**src/rtl/rls_pkg.sv**
```systemverilog
package rls_pkg;
  typedef enum logic [3:0] {
    ST_OFF, ST_PWR, ST_IDLE, ST_LOAD, ST_SETTLE,
    ST_RX, ST_RXSW, ST_GAP, ST_TXSW, ST_PRE, ST_TX
  } seq_state_e;

  typedef enum logic [1:0] {GO_RX, GO_TX, GO_LOAD} gap_dest_e;
endpackage

```
**src/rtl/rls_timer.sv**
```systemverilog
module rls_timer #(
  parameter int TW = 8
) (
  input  logic          clk,
  input  logic          rst_n,
  input  logic          load,
  input  logic [TW-1:0] load_val,
  output logic          done
);
  logic [TW-1:0] cnt_q, cnt_d;
  logic          cnt_en;

  always_comb begin
    cnt_en = load || (cnt_q != '0);
    cnt_d  = load ? load_val : cnt_q - TW'(1);
  end

  always_ff @(posedge clk or negedge rst_n) begin
    if (!rst_n)      cnt_q <= '0;
    else if (cnt_en) cnt_q <= cnt_d;
  end

  assign done = (cnt_q == '0);
endmodule

```
**src/rtl/rls_preamble.sv**
```systemverilog
module rls_preamble #(
  parameter int BIT_DIV = 1,
  parameter int PATTERN = 0
) (
  input  logic clk,
  input  logic rst_n,
  input  logic en,
  output logic bit_o
);
  logic       step;
  logic [1:0] idx_q, idx_d;

  generate
    if (BIT_DIV > 1) begin : g_div
      localparam int DW = $clog2(BIT_DIV);
      localparam logic [DW-1:0] LAST = DW'(BIT_DIV - 1);
      logic [DW-1:0] div_q, div_d;

      always_comb begin
        if (!en || div_q == LAST) div_d = '0;
        else                      div_d = div_q + DW'(1);
      end

      always_ff @(posedge clk or negedge rst_n) begin
        if (!rst_n) div_q <= '0;
        else        div_q <= div_d;
      end

      assign step = en && (div_q == LAST);
    end else begin : g_nodiv
      assign step = en;
    end
  endgenerate

  always_comb begin
    if (!en)       idx_d = 2'd0;
    else if (step) idx_d = idx_q + 2'd1;
    else           idx_d = idx_q;
  end

  always_ff @(posedge clk or negedge rst_n) begin
    if (!rst_n) idx_q <= 2'd0;
    else        idx_q <= idx_d;
  end

  assign bit_o = ~((PATTERN == 0) ? idx_q[0] : idx_q[1]);
endmodule

```
**src/rtl/rls_ctrl.sv**
```systemverilog
module rls_ctrl
  import rls_pkg::*;
#(
  parameter int TW        = 8,
  parameter int CHAN_W    = 5,
  parameter int MAX_RETRY = 2,
  parameter logic [TW-1:0] LV_PWR    = '0,
  parameter logic [TW-1:0] LV_FIRST  = '0,
  parameter logic [TW-1:0] LV_RETUNE = '0,
  parameter logic [TW-1:0] LV_SWITCH = '0,
  parameter logic [TW-1:0] LV_PRE    = '0
) (
  input  logic              clk,
  input  logic              rst_n,
  input  logic              req_chan,
  input  logic [CHAN_W-1:0] chan_i,
  input  logic              req_tx,
  input  logic              req_rx,
  input  logic              ld_done,
  input  logic              lock,
  input  logic              tmr_done,
  output logic              tmr_load,
  output logic [TW-1:0]     tmr_val,
  output logic              pwr_en,
  output logic              rx_sel_n,
  output logic              tx_sel_n,
  output logic              ld_req,
  output logic [CHAN_W-1:0] ld_chan,
  output logic              data_ready,
  output logic              lock_err,
  output logic              pre_en,
  output logic              tx_pass
);
  localparam int RW = $clog2(MAX_RETRY + 2);
  localparam logic [RW-1:0] TRY_LIM = RW'(MAX_RETRY);

  seq_state_e        st_q, st_d;
  gap_dest_e         dest_q, dest_d;
  logic [CHAN_W-1:0] chan_q, chan_d;
  logic [RW-1:0]     try_q, try_d;
  logic              first_q, first_d;
  logic              err_q, err_d;

  always_comb begin
    st_d     = st_q;
    dest_d   = dest_q;
    chan_d   = chan_q;
    try_d    = try_q;
    first_d  = first_q;
    err_d    = err_q;
    tmr_load = 1'b0;
    tmr_val  = '0;
    case (st_q)
      ST_OFF: begin
        st_d     = ST_PWR;
        tmr_load = 1'b1;
        tmr_val  = LV_PWR;
      end
      ST_PWR: if (tmr_done) st_d = ST_IDLE;
      ST_IDLE: if (req_chan) begin
        chan_d = chan_i;
        try_d  = '0;
        st_d   = ST_LOAD;
      end
      ST_LOAD: if (ld_done) begin
        st_d     = ST_SETTLE;
        tmr_load = 1'b1;
        tmr_val  = first_q ? LV_FIRST : LV_RETUNE;
      end
      ST_SETTLE: if (tmr_done) begin
        if (lock) begin
          st_d    = ST_RX;
          first_d = 1'b0;
          err_d   = 1'b0;
          try_d   = '0;
        end else begin
          err_d = 1'b1;
          if (try_q < TRY_LIM) begin
            try_d = try_q + RW'(1);
            st_d  = ST_LOAD;
          end else begin
            try_d = '0;
            st_d  = ST_IDLE;
          end
        end
      end
      ST_RX, ST_RXSW: begin
        if (req_chan) begin
          chan_d = chan_i;
          try_d  = '0;
          st_d   = ST_LOAD;
        end else if (req_tx) begin
          dest_d = GO_TX;
          st_d   = ST_GAP;
        end else if (st_q == ST_RXSW && tmr_done) begin
          st_d = ST_RX;
        end
      end
      ST_TXSW, ST_PRE, ST_TX: begin
        if (req_chan) begin
          chan_d = chan_i;
          try_d  = '0;
          dest_d = GO_LOAD;
          st_d   = ST_GAP;
        end else if (req_rx) begin
          dest_d = GO_RX;
          st_d   = ST_GAP;
        end else if (st_q == ST_TXSW && tmr_done) begin
          st_d     = ST_PRE;
          tmr_load = 1'b1;
          tmr_val  = LV_PRE;
        end else if (st_q == ST_PRE && tmr_done) begin
          st_d = ST_TX;
        end
      end
      ST_GAP: begin
        case (dest_q)
          GO_TX: begin
            st_d     = ST_TXSW;
            tmr_load = 1'b1;
            tmr_val  = LV_SWITCH;
          end
          GO_RX: begin
            st_d     = ST_RXSW;
            tmr_load = 1'b1;
            tmr_val  = LV_SWITCH;
          end
          default: st_d = ST_LOAD;
        endcase
      end
      default: st_d = ST_OFF;
    endcase
  end

  always_ff @(posedge clk or negedge rst_n) begin
    if (!rst_n) begin
      st_q    <= ST_OFF;
      dest_q  <= GO_RX;
      chan_q  <= '0;
      try_q   <= '0;
      first_q <= 1'b1;
      err_q   <= 1'b0;
    end else begin
      st_q    <= st_d;
      dest_q  <= dest_d;
      chan_q  <= chan_d;
      try_q   <= try_d;
      first_q <= first_d;
      err_q   <= err_d;
    end
  end

  assign pwr_en     = (st_q != ST_OFF);
  assign rx_sel_n   = !(st_q inside {ST_IDLE, ST_LOAD, ST_SETTLE, ST_RX, ST_RXSW});
  assign tx_sel_n   = !(st_q inside {ST_TXSW, ST_PRE, ST_TX});
  assign ld_req     = (st_q == ST_LOAD);
  assign ld_chan    = chan_q;
  assign data_ready = (st_q == ST_RX) || (st_q == ST_TX);
  assign lock_err   = err_q;
  assign pre_en     = (st_q == ST_PRE);
  assign tx_pass    = (st_q == ST_TX);
endmodule

```
**src/rtl/radio_link_sequencer.sv**
```systemverilog
module radio_link_sequencer #(
  parameter int CLK_HZ      = 20_000_000,
  parameter int PWRUP_MS    = 5,
  parameter int FIRST_MS    = 40,
  parameter int RETUNE_MS   = 20,
  parameter int SWITCH_MS   = 5,
  parameter int PREAMBLE_MS = 15,
  parameter int MAX_RETRY   = 2,
  parameter int CHAN_W      = 5,
  parameter int BIT_DIV     = 2083,
  parameter int PATTERN     = 0
) (
  input  logic              clk,
  input  logic              rst_n,
  input  logic              chan_req_i,
  input  logic [CHAN_W-1:0] chan_sel_i,
  input  logic              tx_req_i,
  input  logic              rx_req_i,
  input  logic              ld_done_i,
  input  logic              lock_i,
  input  logic              tx_data_i,
  output logic              pwr_en_o,
  output logic              rx_sel_n_o,
  output logic              tx_sel_n_o,
  output logic              ld_req_o,
  output logic [CHAN_W-1:0] ld_chan_o,
  output logic              data_ready_o,
  output logic              lock_err_o,
  output logic              di_o
);
  localparam int CYC_MS   = CLK_HZ / 1000;
  localparam int C_PWR    = PWRUP_MS * CYC_MS;
  localparam int C_FIRST  = FIRST_MS * CYC_MS;
  localparam int C_RETUNE = RETUNE_MS * CYC_MS;
  localparam int C_SWITCH = SWITCH_MS * CYC_MS;
  localparam int C_PRE    = PREAMBLE_MS * CYC_MS;
  localparam int C_M1     = (C_PWR > C_FIRST) ? C_PWR : C_FIRST;
  localparam int C_M2     = (C_RETUNE > C_SWITCH) ? C_RETUNE : C_SWITCH;
  localparam int C_M3     = (C_M1 > C_M2) ? C_M1 : C_M2;
  localparam int C_MAX    = (C_M3 > C_PRE) ? C_M3 : C_PRE;
  localparam int TW       = $clog2(C_MAX + 1);

  logic [1:0]    rs_q;
  logic          rst_core_n;
  logic          tmr_load, tmr_done;
  logic [TW-1:0] tmr_val;
  logic          pre_en, pre_bit, tx_pass;

  always_ff @(posedge clk or negedge rst_n) begin
    if (!rst_n) rs_q <= 2'b00;
    else        rs_q <= {rs_q[0], 1'b1};
  end
  assign rst_core_n = rs_q[1];

  rls_ctrl #(
    .TW(TW), .CHAN_W(CHAN_W), .MAX_RETRY(MAX_RETRY),
    .LV_PWR(TW'(C_PWR - 1)), .LV_FIRST(TW'(C_FIRST - 1)),
    .LV_RETUNE(TW'(C_RETUNE - 1)), .LV_SWITCH(TW'(C_SWITCH - 1)),
    .LV_PRE(TW'(C_PRE - 1))
  ) ctrl_i (
    .clk(clk), .rst_n(rst_core_n),
    .req_chan(chan_req_i), .chan_i(chan_sel_i),
    .req_tx(tx_req_i), .req_rx(rx_req_i),
    .ld_done(ld_done_i), .lock(lock_i),
    .tmr_done(tmr_done), .tmr_load(tmr_load), .tmr_val(tmr_val),
    .pwr_en(pwr_en_o), .rx_sel_n(rx_sel_n_o), .tx_sel_n(tx_sel_n_o),
    .ld_req(ld_req_o), .ld_chan(ld_chan_o),
    .data_ready(data_ready_o), .lock_err(lock_err_o),
    .pre_en(pre_en), .tx_pass(tx_pass)
  );

  rls_timer #(.TW(TW)) timer_i (
    .clk(clk), .rst_n(rst_core_n),
    .load(tmr_load), .load_val(tmr_val), .done(tmr_done)
  );

  rls_preamble #(.BIT_DIV(BIT_DIV), .PATTERN(PATTERN)) pre_i (
    .clk(clk), .rst_n(rst_core_n), .en(pre_en), .bit_o(pre_bit)
  );

  assign di_o = pre_en ? pre_bit : (tx_pass & tx_data_i);
endmodule

```
**config.mk**
```make
export PLATFORM = sky130hd
export DESIGN_NAME = radio_link_sequencer
export DESIGN_NICKNAME = d
export VERILOG_FILES = /design/src/rtl/rls_pkg.sv /design/src/rtl/rls_timer.sv /design/src/rtl/rls_preamble.sv /design/src/rtl/rls_ctrl.sv /design/src/rtl/radio_link_sequencer.sv
export SDC_FILE = /design/constraint.sdc
export NUM_CORES = 1
export LEC_CHECK = 0
export BUFFER_PORTS_ARGS = -buffer_cell sky130_fd_sc_hd__buf_2
export CELL_PAD_IN_SITES_DETAIL_PLACEMENT = 2
export CELL_PAD_IN_SITES_GLOBAL_PLACEMENT = 2
export CORE_MARGIN = 5
export CORE_UTILIZATION = 40
export DETAILED_ROUTE_END_ITERATION = 8
export GPL_TIMING_DRIVEN = 1
export PLACE_DENSITY_LB_ADDON = 0.1
export RECOVER_POWER = 50
export SKIP_LAST_GASP = 1
export SYNTH_ARGS = -nofsm -noshare
export SYNTH_HDL_FRONTEND = slang
export SYNTH_SLANG_ARGS = --single-unit
```
**constraint.sdc**
```tcl
create_clock -name clk -period 3.5 [get_ports clk]
set_input_delay 0.35 -clock clk [delete_from_list [all_inputs] [get_ports clk]]
set_output_delay 0.35 -clock clk [all_outputs]
set_load 0.01 [all_outputs]
```
==> results.toml <==
[worst_setup_path]
cp_max_fo = 12
cp.arrival_ns = 2.63
worstSetupEndpointType = "register"
slowest_delay_ns = 0.57
critical_path_required_ns = 3.68
rr_startpoint = "timer_i.cnt_q[0]$_DFFE_PN0P_"
cp_slowest_cell = "or4_4"
start_kind = "register"
endpoint = "timer_i.cnt_q[16]$_DFFE_PN0P_"
r2r_slack_ns = 1.05
reg2reg_to = "timer_i.cnt_q[16]$_DFFE_PN0P_"
critical-path-top-delay-family = "simple AND/OR/NAND/NOR gates"
crit_buf_inv = 1
path_class = "reg2reg"
crit_chain = "inv_1, ha_1, nor3b_2, nand3_1, or4_4, a31oi_1, o41ai_2"
crit_start = "timer_i.cnt_q[0]$_DFFE_PN0P_"
ff2ff_path_depth = 7
crit_cells = 7

[clock_tree]
clkLatencyLatePin_ns = 0.30
cts.htree.levels = 2
clk_pin_slew_ns = 0.10
cts_buffers = 5
clockBufferDepth = 2
cts_tree = "yes"
post_cts_buffers = 0
ctsRootBufferMaster = "clkbuf_8"
clock_sinks = 50

[final_layout]
fin_area_sq_um = 3190
area_growth_pct = 9.93
antenna_cells = 0
post-route-util_pct = 44.7
fill_cells = 832
layout_common_cells = "dfrtp_1 (49), nor2_1 (41), nand2_1 (22)"
multi_input_area_sq_um = 1540
num-nets-final = 348
drive_gt1_share_pct = 13.5
ff_latch_area_sq_um = 1250
final_common_cell = "dfrtp_1"

[pwr]
ir_drop_mv = 0.413
power_density_nw_per_um2 = 712
power.total_mw = 2.27
p_leak_nw = 1.26

[timing]
clock.fmax_mhz = 409
min_period_over_period_pct = 69.9
setup_violations = 0
finalCriticalPeriod_ns = 2.45
relSlewSlack_pct = -35.7
finalSetupTns_ns = 0
rsz0062_at_grt = "no"
hold_violations = 0
tightest_slew_ns = 2.04
setup_ws_ns = 1.05
drv_slew = 49
clock_skew_ns = 0.00741

[logic_synthesis]
synthArstFlopShare_pct = 100
synth_edf_count = 0
yosysSeqAreaShare_pct = 43.2
yosys.cell_types.count = 58
syn_area_sq_um = 2900
yosysWarnings = 0
avgSynthCellArea_sq_um = 9.23
synth-seq-cells = 50
yosys_most_used_dff = "dfrtp_1"
synth_cells = 314
synthesis.nets = 330

[global_routing]
grt_start_max_net_pins = 49
antenna_found_initial = 0
globalRouteOverflowTotal = 0
grt_pass1_wl_mm = 14.3
track_usage_pct = 20.1
grt_pass1_vias = 2797

[placed_design]
hpwl_mm = 6.12
place_congestion = 0.846
portBuffers = 24
place_ws_ns = 1.12
postPlaceCellArea_sq_um = 3080

[run_status]
status = "finished, violations left"
violations = "capacitance limit, slew limit"

[route]
wirelength_mm = 8.33
viasPerCell = 5.70
wire_per_inst_um = 19.3
ant_nets = 0
drt_iter0_drc = 57
drtPass1Iterations = 4
vias = 2462
drc = 0

[floorplan]
die_w_um = 95.1
fp.coreArea_sq_um = 7140
die_area_sq_um = 9050
row_count = 31
io_pins = 25
die_y_um = 95.1
initial_core_util_pct = 40.6

[flow_run]
cap_violations = 1

[worst_hold_path]
hold_path.class = "in2reg"
[worst min-delay path by stage]
stage | startpoint | end | slack (ns) | depth (start not counted)
floorplan | rst_n | rs_q[0]$_DFF_PN0_ | 0.05 | 0
global placement | rst_n | rs_q[0]$_DFF_PN0_ | 0.14 | 1
detailed placement | rst_n | rs_q[0]$_DFF_PN0_ | 0.14 | 1
CTS | chan_sel_i[1] | ctrl_i.ld_chan[1]$_DFFE_PN0P_ | 0.27 | 2
global route | chan_sel_i[3] | ctrl_i.ld_chan[3]$_DFFE_PN0P_ | 0.26 | 2
finish | chan_sel_i[1] | ctrl_i.ld_chan[1]$_DFFE_PN0P_ | 0.27 | 2
[routing by layer]
metal	global-route usage (%)	share of wire (%)	vias to the layer above
li1	-	-	1156
met1	26.5	46	1276
met2	35.3	52	25
met3	2.92	2.0	5
met4	3.37	0.64	0
met5	0	0	-
[what timing repair did]
| item | CTS | global route |
|---|---|---|
| gates resized for setup | 0 | 0 |
| hold buffers | 1 | 0 |
| hold endpoints to repair | 2 | 0 |
| endpoints found under the setup margin | 0 | 0 |
[sequential cells by signal (all words and copies together) (netlist names)]
signal             cells
ctrl_i.dest_q          2
pre_i.g_div.div_q     12
ctrl_i.first_q         1
timer_i.cnt_q         20
ctrl_i.try_q           2
pre_i.idx_q            1
ctrl_i.st_q            4
ctrl_i.ld_chan         5
rs_q                   2
ctrl_i.lock_err        1
[stage by stage]
step | std cells | hold WS [ns]
after floorplan | 314 | 0.0544
after global placement | 423 | 0.136
after detailed placement | 423 | 0.136
after CTS | 432 | 0.268
after global routing | 432 | 0.263
final | 432 | 0.272
[synth_stat cells, drive strengths merged (2+ instances only)]
| cell type | number | share of area (%) |
|---|---|---|
| or2 | 2 | 0.43 |
| o211ai | 2 | 0.52 |
| o32ai | 3 | 0.91 |
| clkbuf | 7 | 0.91 |
| xor2 | 13 | 3.9 |
| o22ai | 2 | 0.43 |
| nand4 | 5 | 1.1 |
| o21ai | 16 | 2.8 |
| nand4b | 2 | 0.60 |
| nor3b | 4 | 1.2 |
| inv | 11 | 1.4 |
| a21oi | 6 | 1.0 |
| nor4 | 6 | 2.0 |
| nand2 | 22 | 2.8 |
| nand2b | 7 | 1.5 |
| mux2 | 10 | 4.0 |
| xnor2 | 14 | 4.2 |
| and3 | 6 | 1.3 |
| nor2 | 41 | 5.3 |
| or3 | 4 | 0.86 |
| and2 | 5 | 1.1 |
| ha | 3 | 1.3 |
| nand3 | 17 | 2.9 |
| nor2b | 5 | 1.1 |
| buf | 7 | 1.4 |
| a31oi | 7 | 1.7 |
| o41ai | 4 | 1.5 |
| nor3 | 11 | 1.9 |
| dfrtp | 49 | 42 |
| a32oi | 4 | 1.2 |
[cells by family (layout without fill, tap and decap cells)]
kind of cell | count (synthesis) | after routing | share of synthesized area [%]
simple gates | 142 | 142 | 25.8
compound gates | 56 | 56 | 13.6
flops | 50 | 50 | 43.2
xor+xnor | 27 | 27 | 8.16
buf+inv | 25 | 44 | 3.76
mux | 10 | 10 | 4.01
fa+ha+maj | 3 | 3 | 1.29
other cells | 1 | 1 | 0.129
[power breakdown]
part / internal, mW / switching (mW) / total [mW] / leakage [nW]
Clock: 0.214 / 0.205 / 0.419 / 0.0514
Combinational: 0.405 / 0.512 / 0.917 / 0.587
Sequential: 0.709 / 0.225 / 0.934 / 0.617
Total: 1.33 / 0.943 / 2.27 / 1.26
[layout make-up]
| type | count | area share (%) |
|---|---|---|
| well taps | 99 | 3.89 |
| multi-input cells | 239 | 48.3 |
| clock buffers | 6 | 2.28 |
| flip-flops and latches | 50 | 39.3 |
| repair buffers | 25 | 3.81 |
| clock inverters | 2 | 1.18 |
| inverters | 11 | 1.30 |
Note: power is estimated with default switching activity, not from simulation.
